<file path="config.mk">
export PLATFORM = sky130hd
export DESIGN_NAME = pwr_cycle_seq
export DESIGN_NICKNAME = d
export VERILOG_FILES = /design/src/rtl/pcs_pkg.sv /design/src/rtl/pcs_wake_latch.sv /design/src/rtl/pcs_timer.sv /design/src/rtl/pcs_sticky.sv /design/src/rtl/pwr_cycle_seq.sv
export SDC_FILE = /design/constraint.sdc
export NUM_CORES = 1
export LEC_CHECK = 0
export ABC_AREA = 1
export BUFFER_PORTS_ARGS = -buffer_cell sky130_fd_sc_hd__buf_2
export CORE_MARGIN = 4
export CORE_UTILIZATION = 55
export DETAILED_ROUTE_END_ITERATION = 12
export PLACE_DENSITY = 0.8
export SETUP_SLACK_MARGIN = 0.3
export SYNTH_ARGS = -nofsm -noshare
export SYNTH_HDL_FRONTEND = slang
export SYNTH_SLANG_ARGS = --single-unit
</file>
<file path="constraint.sdc">
create_clock -name clk -period 10.4 [get_ports clk]
set_input_delay 1.04 -clock clk [delete_from_list [all_inputs] [get_ports clk]]
set_output_delay 1.04 -clock clk [all_outputs]
set_load 0.03 [all_outputs]
</file>
<file path="src/rtl/pcs_pkg.sv">
package pcs_pkg;
    localparam int NCAUSE  = 3;
    localparam int CAUSE_W = 2;
    localparam int STAT_W  = 8;

    // cause indices, also their status bit positions; lower index wins
    localparam int CZ_RTC  = 0;
    localparam int CZ_GPIO = 1;
    localparam int CZ_THR  = 2;

    localparam int SB_TMO_WARM  = 3;
    localparam int SB_TMO_BURST = 4;
    localparam int SB_TMO_STORE = 5;
    localparam int SB_FAULT     = 6;
    localparam int SB_EXHAUST   = 7;

    typedef enum logic [3:0] {
        ST_SLEEP   = 4'd0,
        ST_WAKE    = 4'd1,
        ST_SCREEN  = 4'd2,
        ST_WARM    = 4'd3,
        ST_BURST   = 4'd4,
        ST_STORE   = 4'd5,
        ST_TD_STOP = 4'd6,
        ST_TD_REL  = 4'd7,
        ST_BACKOFF = 4'd8
    } pcs_state_e;
endpackage

</file>
<file path="src/rtl/pcs_wake_latch.sv">
module pcs_wake_latch #(
    parameter int N  = 3,
    parameter int IW = 2
) (
    input  logic          clk,
    input  logic          rst_n,
    input  logic [N-1:0]  req_i,
    input  logic          take_i,
    output logic          any_o,
    output logic [IW-1:0] idx_o
);
    logic [N-1:0] pend_q, pend_d, take_mask;

    // lowest pending index is selected
    always_comb begin
        idx_o = '0;
        for (int i = N - 1; i >= 0; i--) begin
            if (pend_q[i]) idx_o = i[IW-1:0];
        end
    end

    always_comb begin
        take_mask = '0;
        if (take_i) take_mask[idx_o] = 1'b1;
        pend_d = (pend_q & ~take_mask) | req_i;
    end

    assign any_o = |pend_q;

    always_ff @(posedge clk or negedge rst_n) begin
        if (!rst_n) pend_q <= '0;
        else        pend_q <= pend_d;
    end
endmodule

</file>
<file path="src/rtl/pcs_timer.sv">
module pcs_timer #(
    parameter int W = 16
) (
    input  logic         clk,
    input  logic         rst_n,
    input  logic         clr_i,
    output logic [W-1:0] cnt_o
);
    logic [W-1:0] cnt_d;

    always_comb begin
        if (clr_i)          cnt_d = '0;
        else if (&cnt_o)    cnt_d = cnt_o;
        else                cnt_d = cnt_o + 1'b1;
    end

    always_ff @(posedge clk or negedge rst_n) begin
        if (!rst_n) cnt_o <= '0;
        else        cnt_o <= cnt_d;
    end
endmodule

</file>
<file path="src/rtl/pcs_sticky.sv">
module pcs_sticky #(
    parameter int W = 8
) (
    input  logic         clk,
    input  logic         rst_n,
    input  logic [W-1:0] set_i,
    input  logic [W-1:0] clr_i,
    output logic [W-1:0] q_o
);
    logic [W-1:0] q_d;

    assign q_d = (q_o & ~clr_i) | set_i;

    always_ff @(posedge clk or negedge rst_n) begin
        if (!rst_n) q_o <= '0;
        else        q_o <= q_d;
    end
endmodule

</file>
<file path="src/rtl/pwr_cycle_seq.sv">
module pwr_cycle_seq
    import pcs_pkg::*;
#(
    parameter int TMR_W   = 16,
    parameter int BATCH_W = 8,
    parameter int RETRY_W = 4
) (
    input  logic               clk,
    input  logic               rst_n,
    input  logic               wake_rtc_i,
    input  logic               wake_gpio_i,
    input  logic               wake_thr_i,
    input  logic               cfg_staged_i,
    input  logic [NCAUSE-1:0]  cfg_skip_i,
    input  logic [TMR_W-1:0]   cfg_tmo_i,
    input  logic [BATCH_W-1:0] cfg_batch_i,
    input  logic [RETRY_W-1:0] cfg_retry_max_i,
    input  logic [TMR_W-1:0]   cfg_backoff_i,
    input  logic               coarse_hit_i,
    input  logic               settle_done_i,
    input  logic               sample_done_i,
    input  logic               store_done_i,
    input  logic               fault_i,
    input  logic [STAT_W-1:0]  stat_clr_i,
    output logic               core_on_o,
    output logic               rail_en_o,
    output logic               afe_run_o,
    output logic               bus_rel_o,
    output logic               flush_req_o,
    output logic [STAT_W-1:0]  status_o,
    output logic [RETRY_W-1:0] retry_cnt_o
);
    typedef struct packed {
        pcs_state_e           st;
        logic [CAUSE_W-1:0]   cause;
        logic [BATCH_W-1:0]   batch;
        logic [RETRY_W-1:0]   retry;
        logic                 retry_go;
    } seq_t;

    seq_t r_q, r_d;

    logic [NCAUSE-1:0]  wake_req;
    logic               wake_any;
    logic [CAUSE_W-1:0] wake_idx;
    logic               take;
    logic [STAT_W-1:0]  st_set;
    logic [TMR_W-1:0]   tmr_q;
    logic               tmr_clr;
    logic               tmo_hit;
    logic               fail;
    logic [TMR_W-1:0]   bo_len;
    logic [BATCH_W-1:0] batch_inc;

    assign wake_req = {wake_thr_i, wake_gpio_i, wake_rtc_i};

    pcs_wake_latch #(.N(NCAUSE), .IW(CAUSE_W)) u_wake (
        .clk    (clk),
        .rst_n  (rst_n),
        .req_i  (wake_req),
        .take_i (take),
        .any_o  (wake_any),
        .idx_o  (wake_idx)
    );

    // state-age counter, restarts on every transition
    assign tmr_clr = (r_d.st != r_q.st);

    pcs_timer #(.W(TMR_W)) u_tmr (
        .clk   (clk),
        .rst_n (rst_n),
        .clr_i (tmr_clr),
        .cnt_o (tmr_q)
    );

    pcs_sticky #(.W(STAT_W)) u_stat (
        .clk   (clk),
        .rst_n (rst_n),
        .set_i (st_set),
        .clr_i (stat_clr_i),
        .q_o   (status_o)
    );

    assign tmo_hit   = (tmr_q >= cfg_tmo_i);
    assign bo_len    = cfg_backoff_i << (r_q.retry - 1'b1);
    assign batch_inc = r_q.batch + 1'b1;

    always_comb begin
        r_d    = r_q;
        take   = 1'b0;
        st_set = '0;
        fail   = 1'b0;
        unique case (r_q.st)
            ST_SLEEP: begin
                if (wake_any) begin
                    take             = 1'b1;
                    r_d.cause        = wake_idx;
                    st_set[wake_idx] = 1'b1;
                    r_d.st           = ST_WAKE;
                end
            end
            ST_WAKE: begin
                if (cfg_skip_i[r_q.cause]) r_d.st = ST_SLEEP;
                else if (cfg_staged_i)     r_d.st = ST_SCREEN;
                else                       r_d.st = ST_WARM;
            end
            ST_SCREEN: begin
                r_d.st = coarse_hit_i ? ST_WARM : ST_SLEEP;
            end
            ST_WARM: begin
                if (fault_i) begin
                    fail = 1'b1;
                    st_set[SB_FAULT] = 1'b1;
                end else if (settle_done_i) begin
                    r_d.st = ST_BURST;
                end else if (tmo_hit) begin
                    fail = 1'b1;
                    st_set[SB_TMO_WARM] = 1'b1;
                end
            end
            ST_BURST: begin
                if (fault_i) begin
                    fail = 1'b1;
                    st_set[SB_FAULT] = 1'b1;
                end else if (sample_done_i) begin
                    r_d.batch = batch_inc;
                    r_d.st    = (batch_inc >= cfg_batch_i) ? ST_STORE : ST_TD_STOP;
                end else if (tmo_hit) begin
                    fail = 1'b1;
                    st_set[SB_TMO_BURST] = 1'b1;
                end
            end
            ST_STORE: begin
                if (fault_i) begin
                    fail = 1'b1;
                    st_set[SB_FAULT] = 1'b1;
                end else if (store_done_i) begin
                    r_d.batch = '0;
                    r_d.st    = ST_TD_STOP;
                end else if (tmo_hit) begin
                    fail = 1'b1;
                    st_set[SB_TMO_STORE] = 1'b1;
                end
            end
            ST_TD_STOP: r_d.st = ST_TD_REL;
            ST_TD_REL: begin
                if (r_q.retry_go) begin
                    r_d.st       = ST_BACKOFF;
                    r_d.retry_go = 1'b0;
                end else begin
                    r_d.st    = ST_SLEEP;
                    r_d.retry = '0;
                end
            end
            ST_BACKOFF: begin
                if (tmr_q >= bo_len) r_d.st = ST_WARM;
            end
            default: r_d.st = ST_SLEEP;
        endcase

        if (fail) begin
            r_d.st = ST_TD_STOP;
            if (r_q.retry < cfg_retry_max_i) begin
                r_d.retry    = r_q.retry + 1'b1;
                r_d.retry_go = 1'b1;
            end else begin
                r_d.retry_go       = 1'b0;
                st_set[SB_EXHAUST] = 1'b1;
            end
        end
    end

    always_ff @(posedge clk or negedge rst_n) begin
        if (!rst_n) r_q <= '0;
        else        r_q <= r_d;
    end

    assign core_on_o   = (r_q.st != ST_SLEEP);
    assign rail_en_o   = r_q.st inside {ST_WARM, ST_BURST, ST_STORE, ST_TD_STOP, ST_TD_REL};
    assign afe_run_o   = (r_q.st == ST_BURST);
    assign bus_rel_o   = !(r_q.st inside {ST_WARM, ST_BURST, ST_STORE, ST_TD_STOP});
    assign flush_req_o = (r_q.st == ST_STORE);
    assign retry_cnt_o = r_q.retry;
endmodule

</file>
# Word-level counts from Yosys, hierarchy flattened
# Cells that the tools add are included.
dict set report totals {
  regBits 46
  latch_bits 0
  ramBits 0
  mem_bits_ro 0
  in_bits 66
  out_inout_bits 17
  elab_cells 115
  mem_count 0
}
dict set report classes {
  add_sub_neg 4
  n_mul 0
  div_mod_pow 0
  order_cmp 8
  eq_ne 14
  shifts 1
  muxes 60
  n_bitwise 6
  reduce_logical 14
}
# cell n
set op_table {}
lappend op_table {{$mux 4} 12}
lappend op_table {{$pmux 4 s9} 1}
lappend op_table {{$ge 16x16->1} 2}
lappend op_table {{$mux 16} 2}
lappend op_table {{$mux 8} 4}
lappend op_table {{$mux 1} 21}
lappend op_table {{$add 16x1->16 const B} 1}
lappend op_table {{$eq 4x3->1 const B} 4}
lappend op_table {{$pmux 8 s2} 1}
lappend op_table {{$reduce_and 16->1} 1}
lappend op_table {{$shl 16x4->16} 1}
lappend op_table {{$mux 2} 6}
lappend op_table {{$mux 5} 2}
lappend op_table {{$ne 2x2->1 const B} 5}
lappend op_table {{$add 8x1->8 const B} 1}
lappend op_table {{$and 8x8->8} 1}
lappend op_table {{$eq 4x2->1 const B} 2}
lappend op_table {{$ge 8x8->1} 1}
lappend op_table {{$not 8->8} 1}
lappend op_table {{$or 8x8->8} 1}
lappend op_table {{$pmux 1 s2} 4}
lappend op_table {{$reduce_bool 4->1} 2}
lappend op_table {{$lt 2x3->1 const B} 2}
lappend op_table {{$mux 3} 2}
lappend op_table {{other kinds (23)} 27}

# Longest topological paths before layout
dict set report depth {
  word_depth 11
  depth_mapped 25
  depth_no_buf 21
}

# Cells and area by module
# A second synthesis with hierarchy kept.
dict set report hier_totals {
  hier_cells 686
  hier_area_um2 4480.5
}
# mod instances cells_each area_each_um2 seq_area_each_um2
set by_module_without_submodules {}
lappend by_module_without_submodules {pwr_cycle_seq 1 493 3029.2 475.5}
lappend by_module_without_submodules {pcs_timer 1 134 988.4 400.4}
lappend by_module_without_submodules {pcs_sticky 1 40 320.3 200.2}
lappend by_module_without_submodules {pcs_wake_latch 1 19 142.6 75.1}

# Least setup slack after synthesis
# No wires, ideal clock.
dict set report synth_timing {
  kind {register to register}
  from {register r_q, in the netlist retry_cnt_o[0]}
  to {register u_tmr.cnt_o[0]}
  setup_time_ns 0.080
  arrival_ns 3.437
  t_required_ns 10.320
  setup_slack_ns 6.882
  stages_incl_launch_ff 22
  n_path_buf 4
  period_less_slack_ns 3.518
  cell_sequence {dfrtp_1 -> inv_2 -> clkbuf_1 -> ha_1 -> clkbuf_1 -> inv_1 -> clkbuf_1 -> a31oi_1 -> o21ai_0 -> a21oi_1 -> a21oi_1 -> ha_1 -> a21oi_1 -> o21ai_0 -> a21oi_1 -> nand3_1 -> nor2_1 -> nand2_1 -> o21ai_0 -> nand2_1 -> buf_6 -> nor3_2}
}
dict set report synth_via {
  elab_chain_cells 8
  elab_cells_between_ends 9
  classes_between {1 x add/sub; 1 x order compare; 2 x eq/ne; 1 x shift; 4 x mux}
}
# element line
set synth_rtl {}
lappend synth_rtl {{start: declaration} pwr_cycle_seq.sv:41} ;# seq_t r_q, r_d;
lappend synth_rtl {{start signal: assignment} pwr_cycle_seq.sv:175} ;# else r_q <= r_d;
lappend synth_rtl {{$sub 4x1->4 (*)} pwr_cycle_seq.sv:85} ;# assign bo_len = cfg_backoff_i << (r_q.retry - 1'b1);
lappend synth_rtl {{$shl 16x4->16 (*)} pwr_cycle_seq.sv:85}
lappend synth_rtl {{$ge 16x16->1 (*)} pwr_cycle_seq.sv:156} ;# if (tmr_q >= bo_len) r_d.st = ST_WARM;
lappend synth_rtl {{$mux 4 (*)} pwr_cycle_seq.sv:156}
lappend synth_rtl {{$pmux 4 s9 (*)} pwr_cycle_seq.sv:93} ;# unique case (r_q.st)
lappend synth_rtl {{$mux 4 (*)} pwr_cycle_seq.sv:161} ;# if (fail) begin
lappend synth_rtl {{$ne 4x4->1 (*)} pwr_cycle_seq.sv:67} ;# assign tmr_clr = (r_d.st != r_q.st);
lappend synth_rtl {{$ne 2x2->1 (no source line) / $mux 16 (equally long branches)} -}
lappend synth_rtl {{end signal: assignment} pcs_timer.sv:19} ;# else cnt_o <= cnt_d;
lappend synth_rtl {{end: declaration} pcs_timer.sv:7} ;# output logic [W-1:0] cnt_o
# Mark *: on every way between the ends. The rest lies on a longest branch, timed or not.
# A chain may end at the register's enable or synchronous reset.

# Final worst setup path
dict set report layout_timing {
  from {register r_q, in the netlist retry_cnt_o[0]}
  to {register u_tmr.cnt_o[8]}
}
# Same word-level chain as after synthesis.

==> results.cfg <==
[timing]
post-route-worst-setup-slack_ns = 5.66
period_needed_ns = 4.74
fmax_mhz = 211
slew_headroom_pct = 31.3
timing.final.crit_share_pct = 45.6
setup_total_negative_slack_ns = 0
max_slew.worst_pin.slew_ns = 1.03
finalHoldViolations = 0
rsz0062_at_grt = no
final_max_slew_viol_count = 0
final.setup_skew_ns = 0.00692
timing.final.setup_violations = 0

[placed_design]
placed_cells = 762
final_weighted_congestion_in_routability_driven_placement = 0.949
dp.final_hpwl_mm = 8.19
dp_slack_ns = 5.72
port_buffers = 82

[clock_network]
clock_root_buffer_master = sky130_fd_sc_hd__clkbuf_8
numCtsBuffers = 5
clkLatencyLatePin_ns = 0.31
post_cts.repair.setup_buffers = 0
tritoncts_clock_tree = yes
cts_resizes = 0
cts_htree_levels = 2
clk_path_buf_depth = 2
cts.reportedPaths.clkPinSlew_ns = 0.10
numClockSinks = 46
postCtsHoldBufs = 0

[pwr]
power-per-cell-area_mw_per_mm2 = 258
max-vdd-ir-drop_v = 0.000185
power_mw = 1.25
static_leakage_nw = 2.62

[min_path]
hold_path.class = reg -> reg

[route]
routed-via-count = 4131
postRouteAntennaNets = 0
totalWireLength_mm = 10.1
drt_iter0_drc = 184
wire_per_inst_microns = 13.1
remaining_drc_errors = 0
drt_pass_1_iters = 4
vias_per_cell = 5.36

[layout]
layout-drive-gt1-share_pct = 20.1
fin_util_pct = 65.6
num-nets-final = 783
synthToLayoutAreaGrowth_pct = 13.6
final_cells = 770
fill_cell_count = 650
diode_count = 0

[synthesis]
postSynthRegisterBits = 46
synth.area.top_cells = sky130_fd_sc_hd__dfrtp_1 (27%), sky130_fd_sc_hd__ha_1 (14%), sky130_fd_sc_hd__nand2_1 (11%)
yosys_most_used_dff = sky130_fd_sc_hd__dfrtp_1
synth.net_count = 710
synthCells = 597
synth.most_common_cell = sky130_fd_sc_hd__nand2_1
yosysSeqAreaShare_pct = 27.1
netlist_area_sq_mm = 0.00425
async_set_or_reset_register_ratio_after_synthesis_pct = 100
synth.largest_area_cell = sky130_fd_sc_hd__dfrtp_1
yosys.area.top_type_share_pct = 27.1
syn_avg_cell_area_sq_um = 7.13
number_of_enable_flip_flop_cells_after_synthesis = 0
synth_common_cells = sky130_fd_sc_hd__nand2_1 (130), sky130_fd_sc_hd__inv_1 (91), sky130_fd_sc_hd__ha_1 (47), sky130_fd_sc_hd__o21ai_0 (47), sky130_fd_sc_hd__dfrtp_1 (46)
distinct_cell_type_count_of_the_synthesized_netlist = 43
ys.warnings.count = 0

[critical_path]
startpoint_type = flop
cp_capture_type = flop
worst-path-max-fanout = 26
crit_required_ns = 10.62
worst-endpoint-arrival_ns = 4.96
max_stage_delay_ns = 0.82
critPathSlowestCell = sky130_fd_sc_hd__dfrtp_1
critical_path.cell_chain = inv_2 > ha_1 > inv_1 > nor2_1 > a31oi_1 > o21ai_0 > a21oi_1 > a21oi_1 > ha_1 > a21oi_1 > o21ai_0 > a21oi_1 > nand3_1 > nor2_1 > nand2_1 > o21ai_0 > nand2_1 > nor3_1
regToRegSetupSlack_ns = 5.66
path_class = reg -> reg
path_common_cell = sky130_fd_sc_hd__a21oi_1

[global_route]
gr_overflow_total = 0
number_of_global_route_vias_before_repair = 4080
grt_max_degree = 47
overall_global_routing_resource_usage_pct = 23.5
wire_length_of_the_first_global_routing_pass_mm = 17.5
antenna_found_initial = 0

[status]
run_status = complete, no violations

[floorplan]
die_h_microns = 95.9
ioPinCount = 83
effective_utilization_at_floorplan_pct = 57.7
die-area_sq_mm = 0.00921
num_rows = 31
fp.coreArea_sq_mm = 0.00737
dieWidth_microns = 95.9

[run]
drv.max_cap_violation_count = 0
-- final cells by class --
cell class                      count  area (sq um)  area share [%]
Inverter                          103           387            8.00
Multi-Input combinational cell    432          2630            54.3
Clock inverter                      3          68.8            1.42
Clock buffer                        5          68.8            1.42
Timing Repair Buffer               82           410            8.49
Tap cell                           99           124            2.56
Sequential cell                    46          1150            23.8
-- sequential cells by signal, indices dropped and copies added, names as in the netlist --
register	count
u_tmr.cnt_o	16
u_wake.pend_q	3
retry_cnt_o	4
r_q	15
u_stat.q_o	8
-- worst max-delay path: cells and delay by family, from the launching register on --
family | cells | cell delay (ns)
compound gates | 8 | 0.98
fa+ha+maj | 2 | 0.94
buf+inv | 2 | 0.58
flops | 1 | 0.82
simple gates | 6 | 1.33
-- path summary, 6_finish.rpt --
| kind | cells after the start | end | start |
|---|---|---|---|
| worst max-delay path | 18 | u_tmr.cnt_o[8] | retry_cnt_o[0] |
| worst min-delay path | 2 | r_q[14] | r_q[14] |
| worst max register to register | 18 | u_tmr.cnt_o[8] | retry_cnt_o[0] |
| worst min register to register | 2 | r_q[14] | r_q[14] |
| max in group asynchronous | 1 | u_tmr.cnt_o[14] | rst_n |
| min in group asynchronous | 1 | u_wake.pend_q[2] | rst_n |
-- per-stage QoR --
step / area, sq um / hold WS, ns
final: 4830 / 0.525
after global routing: 4830 / 0.562
after CTS: 4830 / 0.536
after detailed placement: 4700 / 0.515
after global placement: 4700 / 0.481
after floorplan: 4250 / 0.465
-- logic make-up after synthesis --
| family | Yosys count | share of synthesized area (%) |
|---|---|---|
| DFF | 46 | 27.1 |
| and+or+nand+nor | 254 | 28.6 |
| buffers and inverters | 119 | 11.2 |
| AOI/OAI and AO/OA | 108 | 14.4 |
| muxes | 5 | 1.18 |
| xor gates and xnor gates | 18 | 3.71 |
| adders and majority gates | 47 | 13.8 |
-- metal layers --
| layer | global-route usage (%) | routed length (microns) |
|---|---|---|
| met1 | 28.5 | 4280 |
| met4 | 6.52 | 157 |
| met2 | 42.2 | 5100 |
| met3 | 4.61 | 559 |
| met5 | 0 | 0 |
-- power by group --
group	switching (mW)	leakage [nW]	internal [mW]
logic	0.558	1.94	0.263
clock network	0.0666	0.0683	0.0963
registers	0.0476	0.609	0.216
-- cells in the final DEF (no fill, tap or decap), types with 3 or more instances in the layout --
cell type and count:
sky130_fd_sc_hd__xor2_1 15, sky130_fd_sc_hd__o211ai_1 4, sky130_fd_sc_hd__nand2_1 130, sky130_fd_sc_hd__clkbuf_8 5, sky130_fd_sc_hd__o21ai_0 47, sky130_fd_sc_hd__buf_2 82, sky130_fd_sc_hd__inv_1 91, sky130_fd_sc_hd__inv_2 11
sky130_fd_sc_hd__mux2i_1 5, sky130_fd_sc_hd__nand3_1 24, sky130_fd_sc_hd__xnor2_1 3, sky130_fd_sc_hd__nand2_2 5, sky130_fd_sc_hd__nand2_4 3, sky130_fd_sc_hd__nor3_1 17, sky130_fd_sc_hd__dfrtp_1 46, sky130_fd_sc_hd__nor3_2 11
sky130_fd_sc_hd__a31oi_1 5, sky130_fd_sc_hd__o21ai_1 4, sky130_fd_sc_hd__ha_1 47, sky130_fd_sc_hd__o31ai_1 4, sky130_fd_sc_hd__nor2_2 4, sky130_fd_sc_hd__nand4_1 15, sky130_fd_sc_hd__nor2_1 37, sky130_fd_sc_hd__a21oi_1 28
sky130_fd_sc_hd__o22ai_1 3
Power figures use the tool's default switching activity.
